## src/rtl/bhc_pkg.sv

```systemverilog
package bhc_pkg;

  typedef enum logic [2:0] {
    ST_NORMAL   = 3'd0,
    ST_INH_WAIT = 3'd1,
    ST_BUS_IDLE = 3'd2,
    ST_HOLD     = 3'd3,
    ST_RELEASE  = 3'd4
  } hold_state_e;

  typedef enum logic [1:0] {
    PM_RUN  = 2'd0,
    PM_HALT = 2'd1,
    PM_IDLE = 2'd2,
    PM_STOP = 2'd3
  } pwr_mode_e;

  function automatic logic clk_stopped(pwr_mode_e m);
    return (m == PM_IDLE) || (m == PM_STOP);
  endfunction

endpackage

```

## src/rtl/bhc_sync.sv

```systemverilog
module bhc_sync #(
  parameter int   STAGES  = 2,
  parameter logic RST_VAL = 1'b1
) (
  input  logic clk,
  input  logic rst,
  input  logic d,
  output logic q
);
  logic [STAGES-1:0] chain;

  always_ff @(posedge clk) begin
    if (rst) chain <= {STAGES{RST_VAL}};
    else     chain <= {chain[STAGES-2:0], d};
  end

  assign q = chain[STAGES-1];
endmodule

```

## src/rtl/bhc_fsm.sv

```systemverilog
module bhc_fsm
  import bhc_pkg::*;
(
  input  logic        clk,
  input  logic        rst,
  input  logic        req,
  input  logic        cycle_busy,
  input  logic [1:0]  pwr_mode,
  output hold_state_e state_d
);
  hold_state_e state_q;
  pwr_mode_e   mode;

  assign mode = pwr_mode_e'(pwr_mode);

  always_comb begin
    state_d = state_q;
    unique case (state_q)
      ST_NORMAL: begin
        if (req && !clk_stopped(mode))
          state_d = (mode == PM_HALT) ? ST_HOLD : ST_INH_WAIT;
      end
      ST_INH_WAIT: begin
        if (!req)             state_d = ST_NORMAL;
        else if (!cycle_busy) state_d = ST_BUS_IDLE;
      end
      ST_BUS_IDLE: state_d = req ? ST_HOLD : ST_NORMAL;
      ST_HOLD:     if (!req) state_d = ST_RELEASE;
      ST_RELEASE:  state_d = ST_NORMAL;
      default:     state_d = ST_NORMAL;
    endcase
  end

  always_ff @(posedge clk) begin
    if (rst) state_q <= ST_NORMAL;
    else     state_q <= state_d;
  end
endmodule

```

## src/rtl/bhc_outreg.sv

```systemverilog
module bhc_outreg
  import bhc_pkg::*;
(
  input  logic        clk,
  input  logic        rst,
  input  hold_state_e state_d,
  input  logic        start_req,
  output logic        hold_ack_n,
  output logic        start_block,
  output logic        start_gnt
);
  logic blk_d;

  assign blk_d = (state_d != ST_NORMAL);

  always_ff @(posedge clk) begin
    if (rst) begin
      hold_ack_n  <= 1'b1;
      start_block <= 1'b0;
      start_gnt   <= 1'b0;
    end else begin
      hold_ack_n  <= (state_d != ST_HOLD);
      start_block <= blk_d;
      start_gnt   <= start_req && !blk_d;
    end
  end
endmodule

```

## src/rtl/bus_hold_ctrl.sv

```systemverilog
module bus_hold_ctrl
  import bhc_pkg::*;
#(
  parameter int SYNC_STAGES = 2
) (
  input  logic       clk,
  input  logic       rst,
  input  logic       hold_req_n,
  input  logic       cycle_busy,
  input  logic       start_req,
  input  logic [1:0] pwr_mode,
  output logic       start_gnt,
  output logic       start_block,
  output logic       hold_ack_n
);
  logic        req_n_sync;
  logic        req;
  hold_state_e state_d;

  bhc_sync #(.STAGES(SYNC_STAGES), .RST_VAL(1'b1)) u_sync (
    .clk (clk),
    .rst (rst),
    .d   (hold_req_n),
    .q   (req_n_sync)
  );

  assign req = !req_n_sync;

  bhc_fsm u_fsm (
    .clk        (clk),
    .rst        (rst),
    .req        (req),
    .cycle_busy (cycle_busy),
    .pwr_mode   (pwr_mode),
    .state_d    (state_d)
  );

  bhc_outreg u_out (
    .clk         (clk),
    .rst         (rst),
    .state_d     (state_d),
    .start_req   (start_req),
    .hold_ack_n  (hold_ack_n),
    .start_block (start_block),
    .start_gnt   (start_gnt)
  );
endmodule

```

## config.mk

```make
export PLATFORM = sky130hd
export DESIGN_NAME = bus_hold_ctrl
export DESIGN_NICKNAME = d
export VERILOG_FILES = /design/src/rtl/bhc_pkg.sv /design/src/rtl/bhc_sync.sv /design/src/rtl/bhc_fsm.sv /design/src/rtl/bhc_outreg.sv /design/src/rtl/bus_hold_ctrl.sv
export SDC_FILE = /design/constraint.sdc
export NUM_CORES = 1
export LEC_CHECK = 0
export ABC_AREA = 1
export ABC_CLOCK_PERIOD_IN_PS = 1700
export BUFFER_PORTS_ARGS = -buffer_cell sky130_fd_sc_hd__buf_2
export CAP_MARGIN = 20
export CORE_AREA = 2 2 39 41
export CTS_CLUSTER_DIAMETER = 60
export DETAILED_ROUTE_END_ITERATION = 10
export DIE_AREA = 0 0 41 43
export GPL_TIMING_DRIVEN = 1
export REMOVE_ABC_BUFFERS = 1
export SYNTH_ARGS = -nofsm -noshare
export SYNTH_HDL_FRONTEND = slang
export SYNTH_SLANG_ARGS = --single-unit
```

## constraint.sdc

```tcl
create_clock -name clk -period 1.7 [get_ports clk]
set_input_delay 0.34 -clock clk [delete_from_list [all_inputs] [get_ports clk]]
set_output_delay 0.34 -clock clk [all_outputs]
set_load 0.05 [all_outputs]
```

==> flow_metrics.py, run 1 <==
metrics = {
    "run_status": {
        "status": "finished clean",
    },
    "critical_path": {
        "worstSetupPathType": "reg2out",
        "rrSetupSlack_ns": 0.67,
        "slowest_delay_ns": 0.30,
        "crit_end": "hold_ack_n",
        "required_ns": 1.36,
        "worstSetupStartpointType": "register",
        "crit_family": "flip-flops",
        "cp.depth": 1,
        "end_kind": "output port",
        "reg2reg_to": "u_out.start_block",
        "crit_buf_inv": 1,
        "path_cells": "buf_2",
        "crit_path_start": "u_out.hold_ack_n",
        "critPathMaxFanout": 1,
        "r2r_start": "u_sync.chain[1]",
        "reg2reg_depth": 7,
        "crit_slowest_cell": "dfxtp_1",
        "arrival_ns": 0.79,
    },
    "global_routing": {
        "grt_max_degree": 6,
        "antenna_found_initial": 0,
        "grt_pass1_vias": 203,
        "grt_use_total": 0.06357,
        "overflow": 0,
        "grt_pass1_wl_um": 703,
    },
    "logic_synthesis": {
        "ys_warn_count": 0,
        "async_flop_share": 0,
        "ys_dominant_reg_cell": "dfxtp_1",
        "synthTopCellsByCount": "8 x dfxtp_1, 8 x inv_1, 8 x nor2_1",
        "synth_top_area_share": 0.5203,
        "synth_top_area_cell": "dfxtp_1",
        "syn_area_per_cell_um2": 7.695,
        "ys_seq_area_frac": 0.5203,
        "syn-instance-count": 40,
        "synthDistinctLibCells": 10,
        "synth_edf_count": 0,
        "ys_ff_latch": 8,
        "synth_area_um2": 307.8,
        "synth_area_leaders": "dfxtp_1 52%, inv_1 9.8%, nor2_1 9.8%",
    },
    "clock_network": {
        "cts.clk_slew.worst_paths_ns": 0.05,
        "numCtsBuffers": 3,
        "postCtsSetupBuffers": 0,
        "cts-htree-levels": 1,
        "cts_root_buf": "clkbuf_4",
        "cts.sinks": 8,
        "clock_path_buffers": 2,
        "cts_tree": "built",
        "ctsResizeCount": 0,
        "cts_hold_buffers": 0,
        "clock_latency_ns": 0.24,
    },
    "sta": {
        "period_needed_ns": 1.129,
        "fin_worst_skew_ns": 0.001550,
        "max_freq_ghz": 0.8860,
        "whs_ns": 0.2756,
        "relSlewSlack": 0.8355,
        "hold_viol_final": 0,
        "setup_viol": 0,
        "min_period_over_period": 0.6640,
        "rsz0062_at_grt": "no",
        "drv_slew": 0,
        "worstMarginPinSlew_ns": 0.2484,
        "tns_ns": 0,
    },
    "pwr": {
        "p_per_area_mw_per_mm2": 916.0,
        "p_leak_nw": 0.2299,
        "power.total_uw": 362.2,
        "vdd_drop_max_v": 0.0003681,
    },
    "floorplan": {
        "dieArea_mm2": 0.001763,
        "ios": 10,
        "coreArea_mm2": 0.001384,
        "num_rows": 14,
        "die_y_um": 43,
        "die_x_um": 41,
        "start_util": 0.2224,
    },
    "route": {
        "dr.pass1.iters": 4,
        "routed_via_density": 3.838,
        "drtAntennaViolNets": 0,
        "wl_per_cell_um": 7.015,
        "drt_iter0_drc": 2,
        "wl_um": 477,
        "post-route-drc-count": 0,
        "vias": 261,
    },
    "placed_design": {
        "gp_congestion": 0.7149,
        "io_buffers": 9,
        "dp_hpwl_um": 400,
    },
    "job": {
        "drv_cap": 0,
    },
    "finish": {
        "postLayoutCoreUtil": 0.2857,
        "syn_to_final_growth_pct": 28.46,
        "antenna_cells": 0,
        "drive_above_1_share": 0.3269,
        "fillCellCount": 155,
        "fin_nets": 61,
    },
    "min_path": {
        "hold_path_class": "in2reg",
        "hold_depth": 2,
    },
}
[logic make-up (layout without fill, tap and decap cells)]
logic type      after synthesis  in the layout  synth area share
compound gates                2              2           0.03252
buf+inv                       8             20           0.09756
flops                         8              8            0.5203
simple gates                 22             22            0.3496
[through the flow]
step                      setup WS [ns]  std cells  area [um^2]
after global placement           0.6248         65        372.9
after floorplan                  0.7629         40        307.8
final                            0.5713         68        395.4
after global routing             0.5333         68        395.4
after CTS                        0.5596         68        395.4
after detailed placement         0.6204         65        372.9
[layout by cell type (no fill, tap or decap)]
cell / netlist / routed
or2_2: 2 / 2
dfxtp_1: 8 / 8
buf_2: 0 / 9
inv_1: 8 / 8
nand3b_1: 1 / 1
nand3_1: 4 / 4
nand3_2: 1 / 1
nor2_2: 2 / 2
clkbuf_4: 0 / 3
nor2_1: 8 / 8
o21ai_0: 2 / 2
nand2_1: 4 / 4
[worst min path at each step]
stage	to	slack [ns]	from
final	u_sync.chain[0]	0.28	hold_req_n
after global routing	u_sync.chain[0]	0.26	hold_req_n
after CTS	u_sync.chain[0]	0.27	hold_req_n
after detailed placement	u_sync.chain[1]	0.40	u_sync.chain[0]
after global placement	u_sync.chain[1]	0.39	u_sync.chain[0]
after floorplan	u_sync.chain[1]	0.39	u_sync.chain[0]
[power by group]
| group | switching [mW] | internal [mW] |
|---|---|---|
| combinational | 0.0183 | 0.0114 |
| clock | 0.0573 | 0.0803 |
| sequential | 0.00184 | 0.193 |
[layout make-up]
class                           count  area (um^2)  share of cell area
Inverter                            8        30.03             0.07595
Sequential cell                     8        160.2              0.4051
Clock buffer                        3        22.52             0.05696
Multi-Input combinational cell     24        117.6              0.2975
Tap cell                           16        20.02             0.05063
Timing Repair Buffer                9        45.04              0.1139
[flip-flops by register name, indices dropped and copies added (netlist names)]
name,cells
u_fsm.state_q,3
u_out.hold_ack_n,1
u_out.start_block,1
u_out.start_gnt,1
u_sync.chain,2
[routing by layer]
metal	global-route usage	up-vias	wire length, um
met2	0.08125	9	183
met5	0	-	0
met1	0.07190	105	236
met3	0.03141	2	37
li1	-	145	-
met4	0.06000	0	19
(Power assumes the default switching activity.)
==> run 2, diff against run 1 <==
Settings changed: ABC_CLOCK_PERIOD_IN_PS 1700 to 1050.
Clock period 1.7 ns to 1.05 ns, I/O delays scaled along.
==> flow_metrics.py, run 2 (synthesized netlist as in run 1, its figures left out) <==
metrics = {
    "run_status": {
        "status": "finished clean",
    },
    "route": {
        "vias": 273,
        "dr.pass1.iters": 3,
        "drtAntennaViolNets": 0,
        "routed_via_density": 4.015,
        "post-route-drc-count": 0,
        "wl_um": 509,
        "drt_iter0_drc": 4,
        "wl_per_cell_um": 7.485,
    },
    "finish": {
        "reg_top3": "u_fsm.state_q: 3 flops, u_sync.chain: 2 flops",
        "fin_nets": 61,
        "drive_above_1_share": 0.6154,
        "final_common_cell": "buf_2",
        "syn_to_final_growth_pct": 45.53,
        "regMostFlops": "u_fsm.state_q",
        "stdcell_area_um2": 447.9,
        "final_cells": 68,
        "fillCellCount": 158,
        "antenna_cells": 0,
        "largest_register_ff_count": 3,
        "final_cell_mix": "9 x buf_2, 7 x inv_1, 5 x nor2_2, 4 x dfxtp_1",
    },
    "clock_network": {
        "cts_root_buf": "clkbuf_4",
        "cts_tree": "built",
        "clock_latency_ns": 0.25,
        "cts_hold_buffers": 0,
        "cts-htree-levels": 1,
        "ctsResizeCount": 0,
        "postCtsSetupBuffers": 0,
        "cts.sinks": 8,
        "clock_path_buffers": 2,
        "numCtsBuffers": 3,
        "cts.clk_slew.worst_paths_ns": 0.05,
    },
    "pwr": {
        "vdd_drop_max_v": 0.0005168,
        "p_leak_nw": 0.2336,
        "p_per_area_mw_per_mm2": 1329,
    },
    "floorplan": {
        "die_y_um": 43,
        "num_rows": 14,
        "coreArea_mm2": 0.001384,
        "ios": 10,
        "dieArea_mm2": 0.001763,
        "start_util": 0.2224,
        "die_x_um": 41,
    },
    "critical_path": {
        "cp.depth": 1,
        "crit_end": "start_block",
        "crit_path_start": "u_out.start_block",
        "crit_slowest_cell": "dfxtp_1",
        "crit_buf_inv": 1,
        "end_kind": "output port",
        "reg2reg_depth": 7,
        "arrival_ns": 0.80,
        "required_ns": 0.84,
        "worstSetupPathType": "reg2out",
        "path_cells": "buf_2",
        "reg2reg_to": "u_out.start_block",
        "worstSetupStartpointType": "register",
        "r2r_start": "u_fsm.state_q[2]",
        "rrSetupSlack_ns": 0.09,
        "slowest_delay_ns": 0.30,
        "crit_family": "flip-flops",
        "critPathMaxFanout": 1,
    },
    "sta": {
        "relSlewSlack": 0.8341,
        "worstMarginPinSlew_ns": 0.2505,
        "max_freq_ghz": 0.9910,
        "rsz0062_at_grt": "yes",
        "period_needed_ns": 1.009,
        "tns_ns": 0,
        "hold_viol_final": 0,
        "min_period_over_period": 0.9610,
        "fin_worst_skew_ns": 0.002047,
        "setup_viol": 0,
        "drv_slew": 0,
    },
    "placed_design": {
        "placed_area_um2": 372.9,
        "gp_congestion": 0.7207,
        "dp.cells": 65,
        "dp_hpwl_um": 375.7,
        "io_buffers": 9,
    },
    "job": {
        "drv_cap": 0,
    },
    "global_routing": {
        "grt_use_total": 0.06761,
        "grt_max_degree": 6,
        "antenna_found_initial": 0,
        "grt_pass1_wl_um": 752,
        "grt_pass1_vias": 205,
        "overflow": 0,
    },
    "min_path": {
        "hold_path_class": "in2reg",
    },
}
## run 2: cell counts in the layout (fill, tap and decap cells not counted)
Identical to the previous run, type by type.
## run 2: worst min path at each step
stage                                from               end  slack (ns)  cells after the start
after floorplan                       rst  u_fsm.state_q[1]        0.28                      1
after global placement    u_sync.chain[0]   u_sync.chain[1]        0.39                      1
after detailed placement  u_sync.chain[0]   u_sync.chain[1]        0.39                      1
after CTS                      hold_req_n   u_sync.chain[0]        0.14                      2
after global routing           hold_req_n   u_sync.chain[0]        0.13                      2
final                          hold_req_n   u_sync.chain[0]        0.14                      2
## run 2: cell type report
type                    count  area [um^2]  share of cell area
multi-input cells          24        162.7              0.3631
well taps                  16        20.02             0.04469
inverters                   8        30.03             0.06704
clock buffers               3        22.52             0.05028
flip-flops and latches      8        167.7              0.3743
repair buffers              9        45.04              0.1006
## run 2: power breakdown
group	leakage (nW)	internal [mW]	total (mW)	switching, mW
logic	0.153	0.0214	0.0557	0.0342
registers	0.0669	0.311	0.315	0.00362
clock network	0.0138	0.130	0.224	0.0944
## run 2: per-stage QoR
stage	hold WS, ns	setup WS [ns]	total power, mW	utilization
6_report	0.1398	0.04090	0.5952	0.3237
5_1_grt	0.1346	-0.02088	0.6318	0.3237
4_1_cts	0.1379	0.02041	0.5941	0.2857
3_5_place_dp	0.3937	0.03315	0.3701	0.2694
3_3_place_gp	0.3919	0.03016	0.3698	0.2694
2_1_floorplan	0.2824	0.1129	0.3516	-
## run 2: metal layers
metal	vias up	GRT usage	part of all wire
met5	-	0	0
met4	0	0.06000	0.016
met3	2	0.03141	0.073
met2	9	0.07813	0.42
met1	116	0.08824	0.49
li1	146	-	-
